===== src/rtl/sync_count_pkg.sv =====
package sync_count_pkg;

    // Operation selected for the coming clock edge, in priority order
    typedef enum logic [1:0] {
        OP_HOLD  = 2'd0,
        OP_COUNT = 2'd1,
        OP_LOAD  = 2'd2,
        OP_CLEAR = 2'd3
    } op_e;

endpackage


===== src/rtl/sync_count_op_sel.sv =====
module sync_count_op_sel
    import sync_count_pkg::*;
(
    input  logic clr_n,
    input  logic load_n,
    input  logic en_p,
    input  logic en_t,
    output op_e  op
);

    // Clear beats load, load beats count, count needs both enables
    always_comb begin
        if (!clr_n)
            op = OP_CLEAR;
        else if (!load_n)
            op = OP_LOAD;
        else if (en_p && en_t)
            op = OP_COUNT;
        else
            op = OP_HOLD;
    end

endmodule


===== src/rtl/sync_count_next.sv =====
module sync_count_next
    import sync_count_pkg::*;
#(
    parameter int WIDTH   = 4,
    parameter int MODULUS = 10
) (
    input  op_e              op,
    input  logic [WIDTH-1:0] q,
    input  logic [WIDTH-1:0] din,
    output logic [WIDTH-1:0] nxt
);

    localparam logic [WIDTH-1:0] MAXV = WIDTH'(MODULUS - 1);
    localparam logic [WIDTH-1:0] ONE  = WIDTH'(1);
    // Odd out-of-range values fold back to FOLD - q
    localparam int               FOLD = 2 * MODULUS - 3;

    logic [WIDTH-1:0] succ;

    generate
        if (MODULUS == (1 << WIDTH)) begin : g_full
            // Full binary range: natural wrap of the adder
            assign succ = q + ONE;
        end else begin : g_trunc
            always_comb begin
                if (q == MAXV)
                    succ = '0;
                else if (q < MAXV)
                    succ = q + ONE;
                else if (!q[0])
                    succ = q + ONE;
                else
                    succ = WIDTH'(FOLD - int'(q));
            end
        end
    endgenerate

    always_comb begin
        unique case (op)
            OP_CLEAR: nxt = '0;
            OP_LOAD:  nxt = din;
            OP_COUNT: nxt = succ;
            OP_HOLD:  nxt = q;
            default:  nxt = q;
        endcase
    end

endmodule


===== src/rtl/sync_count_tc.sv =====
module sync_count_tc #(
    parameter int WIDTH   = 4,
    parameter int MODULUS = 10
) (
    input  logic             en_t,
    input  logic [WIDTH-1:0] q,
    output logic             tc
);

    localparam logic [WIDTH-1:0] MAXV = WIDTH'(MODULUS - 1);

    // Full decode of the top state, unregistered so a chain settles in one cycle
    assign tc = en_t && (q == MAXV);

endmodule


===== src/rtl/sync_count_stage.sv =====
module sync_count_stage
    import sync_count_pkg::*;
#(
    parameter int WIDTH      = 4,
    parameter int MODULUS    = 10,
    parameter bit SYNC_CLEAR = 1'b0
) (
    input  logic             clk,
    input  logic             clr_n,
    input  logic             load_n,
    input  logic [WIDTH-1:0] din,
    input  logic             en_p,
    input  logic             en_t,
    output logic [WIDTH-1:0] q,
    output logic             tc
);

    op_e              op;
    logic [WIDTH-1:0] nxt;
    logic [WIDTH-1:0] cnt_r;

    sync_count_op_sel u_sel (
        .clr_n  (clr_n),
        .load_n (load_n),
        .en_p   (en_p),
        .en_t   (en_t),
        .op     (op)
    );

    sync_count_next #(
        .WIDTH   (WIDTH),
        .MODULUS (MODULUS)
    ) u_next (
        .op  (op),
        .q   (cnt_r),
        .din (din),
        .nxt (nxt)
    );

    sync_count_tc #(
        .WIDTH   (WIDTH),
        .MODULUS (MODULUS)
    ) u_tc (
        .en_t (en_t),
        .q    (cnt_r),
        .tc   (tc)
    );

    generate
        if (SYNC_CLEAR) begin : g_sync_clr
            always_ff @(posedge clk) begin
                cnt_r <= nxt;
            end
        end else begin : g_async_clr
            always_ff @(posedge clk or negedge clr_n) begin
                if (!clr_n)
                    cnt_r <= '0;
                else
                    cnt_r <= nxt;
            end
        end
    endgenerate

    assign q = cnt_r;

endmodule


===== config.mk =====
export PLATFORM = sky130hd
export DESIGN_NAME = sync_count_stage
export DESIGN_NICKNAME = d
export VERILOG_FILES = /design/src/rtl/sync_count_pkg.sv /design/src/rtl/sync_count_op_sel.sv /design/src/rtl/sync_count_next.sv /design/src/rtl/sync_count_tc.sv /design/src/rtl/sync_count_stage.sv
export SDC_FILE = /design/constraint.sdc
export NUM_CORES = 1
export LEC_CHECK = 0
export CORE_AREA = 10 10 47 49
export CTS_BUF_LIST = sky130_fd_sc_hd__clkbuf_4 sky130_fd_sc_hd__clkbuf_8 sky130_fd_sc_hd__clkbuf_16
export CTS_CLUSTER_DIAMETER = 100
export DETAILED_ROUTE_END_ITERATION = 8
export DIE_AREA = 0 0 57 59
export PLACE_DENSITY = 0.64
export SLEW_MARGIN = 20
export SYNTH_ARGS = -nofsm -noshare
export SYNTH_HDL_FRONTEND = slang
export SYNTH_SLANG_ARGS = --single-unit

===== constraint.sdc =====
create_clock -name clk -period 3.5 [get_ports clk]
set_input_delay 0.7 -clock clk [delete_from_list [all_inputs] [get_ports clk]]
set_output_delay 0.7 -clock clk [all_outputs]
set_load 0.03 [all_outputs]

# == After elaboration in Yosys (flattened, before gate mapping) ==
# Cells that the tools add are included.
# totals
in_bits,9
register_bits,4
out_inout_bits,5
# op_classes
eq_ne,4
reduce_logical,3
n_mux,7
add_sub_neg,2
magnitude_cmp,1
# ops
cell,n
$mux W4,3
$pmux W4 S3,1
$add A4 B1 Y4 const B,1
$eq A2 B2 Y1 const B,2
$eq A4 B4 Y1 const B,1
$lt A4 B4 Y1 const B,1
$mux W2,2
$sub A1 B4 Y4 const A,1
$eq A2 B1 Y1 const B,1
$logic_and A1 B1 Y1,2
$logic_not A2 Y1,1
$mux W1,1

# == Longest topological paths before layout ==
# depth
word_depth,6
ltp_mapped,6

# == By module ==
# A second synthesis with hierarchy kept.
# hier_totals
cells_unflattened,41
area_unflattened_um2,386.6
# by_module_without_submodules
module,cells_per_inst,area_per_inst_um2,n_inst
sync_count_next,32,261.5,1
sync_count_stage,4,100.1,1
sync_count_op_sel,3,12.5,1
sync_count_tc,2,12.5,1

# == Least setup slack after synthesis ==
# OpenSTA, ideal clock, no wires.
# synth_path
kind,register to output
from,"reg cnt_r[1], in the netlist q[1]"
to,out tc
stages_incl_launch_ff,5
arrival_time_ns,1.352
path_buffers,0
required_ns,2.800
slack_ns,1.448
path_cell_list,dfrtp_1 inv_1 ha_1 nand3b_2 nor2_1
# synth_via
elab_chain_len,2
# synth_rtl
element,line_no,rtl
start: declaration,sync_count_stage.sv:20,logic [WIDTH-1:0] cnt_r;
start signal: assignment,sync_count_stage.sv:59,cnt_r <= nxt;
$eq A4 B4 Y1,sync_count_tc.sv:13,assign tc = en_t && (q == MAXV);
$logic_and A1 B1 Y1,sync_count_tc.sv:13,
end: declaration,sync_count_stage.sv:15,output logic tc
# Every way passes these cells.

# == Worst setup path after layout ==
# layout_path
from,in en_t
to,out tc
# layout_via
elab_chain_len,1
# layout_rtl
element,line_no,rtl
start: declaration,sync_count_stage.sv:13,"input logic en_t,"
$logic_and A1 B1 Y1,sync_count_tc.sv:13,
# Every way passes these cells.

==> flow_summary_export.csv <==
group,metric,value,unit
global_route,antenna_found_initial,0,
timing,final.setup_skew,0.00181,ns
timing,max_freq,370,MHz
clocking,insertion_delay,0.23,ns
detailed_routing,drt-wirelength-per-cell,12.1,microns
floorplanning,die_area,3360,sq um
global_route,grt_util_all_layers,6.48,%
clocking,clk_pin_slew,0.03,ns
global_route,grt_pass1_vias,450,
yosys,synth_area,409,sq um
timing,max_slew_margin,77.8,%
floorplanning,core,1400,sq um
detailed_routing,antenna_left,0,
worst_setup_path,path_max_fanout,3,
yosys,ys_ff_latch,4,
worst_setup_path,cpMostUsedCell,"clkdlybuf4s50_1",
yosys,synthFlopType,"dfrtp_1",
clocking,cts_tree,"yes",
cells_and_area,fillerInstances,141,
global_route,use_met2,11.3,%
detailed_routing,firstDrtPassIters,2,
cells_and_area,largest_reg_flops,4,
cells_and_area,layout_common_cells,"clkdlybuf4s50_1 (13), nor2_1 (6), ha_1 (6), nand2_1 (5), a21oi_1 (5)",
worst_setup_path,crit_type,"input port to primary output",
timing,tns,0,ns
worst_setup_path,cp_num_buf_inv,3,
floorplanning,start_util,29.2,%
clocking,cts.sinks,4,
place,portBuffers,13,
detailed_routing,drc,0,
global_route,gr-total-overflow,0,
yosys,synth_top_area_cell,"dfrtp_1",
status,outcome,"finished clean",
detailed_routing,first_iter_violations,5,
min_path,hold_path_class,"flop to flop",
place,post-dp-hpwl,816,microns
cells_and_area,layout_commonest_cell,"clkdlybuf4s50_1",
yosys,ys_seq_area_share,24.5,%
global_route,grt_first_pass_wirelength,1780,microns
timing,fin_crit_sh,77.2,%
timing,rsz0062_at_grt,"false",
global_route,use_met3,2.79,%
worst_setup_path,worst_ep_required_time,2.80,ns
clocking,root_buffer,"clkbuf_4",
floorplanning,die_w,57,microns
worst_setup_path,crit_family,"buffers and inverters",
worst_setup_path,worstPathCellList,"clkdlybuf4s50_1, inv_1, nor2_1, clkdlybuf4s50_1",
global_route,use_met1,6.18,%
yosys,synth.top_cells.by_area,"dfrtp_1 (24%), ha_1 (18%), a21oi_1 (6.1%)",
yosys,yosysUniqueCellTypes,24,
cells_and_area,area_growth,41.0,%
yosys,synth_nets,66,
worst_setup_path,startpoint_type,"input port",
cells_and_area,drive_gt1_share,9.09,%
detailed_routing,wl,995,microns
worst_setup_path,arrival,2.00,ns
clocking,numCtsBuffers,3,
timing,worst_slew_pin_slew,0.332,ns
cells_and_area,final_nets,83,
floorplanning,rows,14,
worst_setup_path,critPathMaxStageDelay,0.67,ns
place,gp_congestion,0.766,
yosys,syn_inst,51,
yosys,yosys_warnings,0,
clocking,clk_path_buf_depth,2,
floorplanning,io_pins,14,
timing,min_period,2.70,ns
power_and_ir_drop,vdd_ir_drop_max,0.000208,V
detailed_routing,num_vias,406,
clocking,ctsResizeCount,0,
yosys,yosysTopAreaCellShare,24.5,%
flow_run,max_cap_viol_count,0,
worst_setup_path,end_kind,"primary output",
power_and_ir_drop,power_density,293,nW/um^2
timing,setup_viol_count_final,0,
power_and_ir_drop,leakagePower,0.264,nW
worst_setup_path,slowest_stage,"clkdlybuf4s50_1",
clocking,cts_hold_buffers,0,
yosys,synthArstFlopShare,100,%
global_route,top_usage_layer,"met2",
timing,hold_violations,0,
global_route,grt_max_degree,11,
clocking,cts_max_level,1,
power_and_ir_drop,p_total,0.000169,W
detailed_routing,viasPerCell,4.95,
timing,slew_violations,0,
clocking,post_cts_buffers,0,
yosys,avgSynthCellArea,8.02,sq um
yosys,synth-edff-count,0,
floorplanning,die_h,59,microns
cells_and_area,diodes,0,
-- cells in the mapped netlist, types with 2 or more instances --
cell     count
inv_1        4
ha_1         6
a21oi_1      5
nand3_1      2
nand2_1      5
o21ai_0      3
dfrtp_1      4
nor2_1       6
-- worst reg2reg max path: stages, from the launching register on --
cell and delay, ns:
dfrtp_1 0.47, inv_1 0.14, ha_1 0.26, nor3b_1 0.15, a211o_2 0.30, a21oi_1 0.12
o21ai_0 0.09
-- layout make-up --
class                           count  area, sq um  share of cell area [%]
Multi-Input combinational cell     42          289                    50.1
Inverter                            4         15.0                    2.60
Sequential cell                     4          100                    17.4
Timing Repair Buffer               13          130                    22.6
Tap cell                           16         20.0                    3.47
Clock buffer                        3         22.5                    3.90
-- where the power goes --
part           internal [W]  switching [W]   total, W  leakage [nW]
Combinational     0.0000281      0.0000283  0.0000565         0.198
Sequential        0.0000498     0.00000718  0.0000570        0.0522
Clock             0.0000382      0.0000174  0.0000556        0.0138
-- per-layer routing --
| metal | vias to the layer above | wire length (microns) |
|---|---|---|
| li1 | 212 | - |
| met1 | 178 | 456 |
| met2 | 14 | 469 |
| met3 | 2 | 52 |
| met4 | 0 | 17 |
| met5 | - | 0 |
-- per-stage QoR --
stage	hold slack, ns	std cells	util, %	cell area [sq um]	worst slack [ns]
2_1_floorplan	0.404	51	-	409	1.45
3_3_place_gp	0.661	79	39.6	554	0.810
3_5_place_dp	0.659	79	39.6	554	0.789
4_1_cts	0.672	82	41.2	577	0.793
5_1_grt	0.727	82	41.2	577	0.769
6_report	0.670	82	41.2	577	0.799
-- logic make-up (layout without fill, tap and decap cells) --
family	after synthesis	count (layout)	share of synthesized area, %
AND/OR/NAND/NOR	22	22	30.6
AO/OA/AOI/OAI	13	13	19.6
adder cells (fa/ha/maj)	6	6	18.3
buffers and inverters	5	20	4.89
flip-flops	4	4	24.5
XOR/XNOR	1	1	2.14
-- path summary, 6_finish.rpt --
kind                       start    to  slack [ns]  cells after the start
hold reg to reg             q[0]  q[0]        0.67                      2
min in group asynchronous  clr_n  q[0]        0.73                      1
setup reg to reg            q[0]  q[3]        1.83                      6
setup / recovery            en_t    tc        0.80                      4
max in group asynchronous  clr_n  q[3]        2.52                      1
hold / removal              q[0]  q[0]        0.67                      2
No activity file was read; power rests on OpenSTA's default activity.
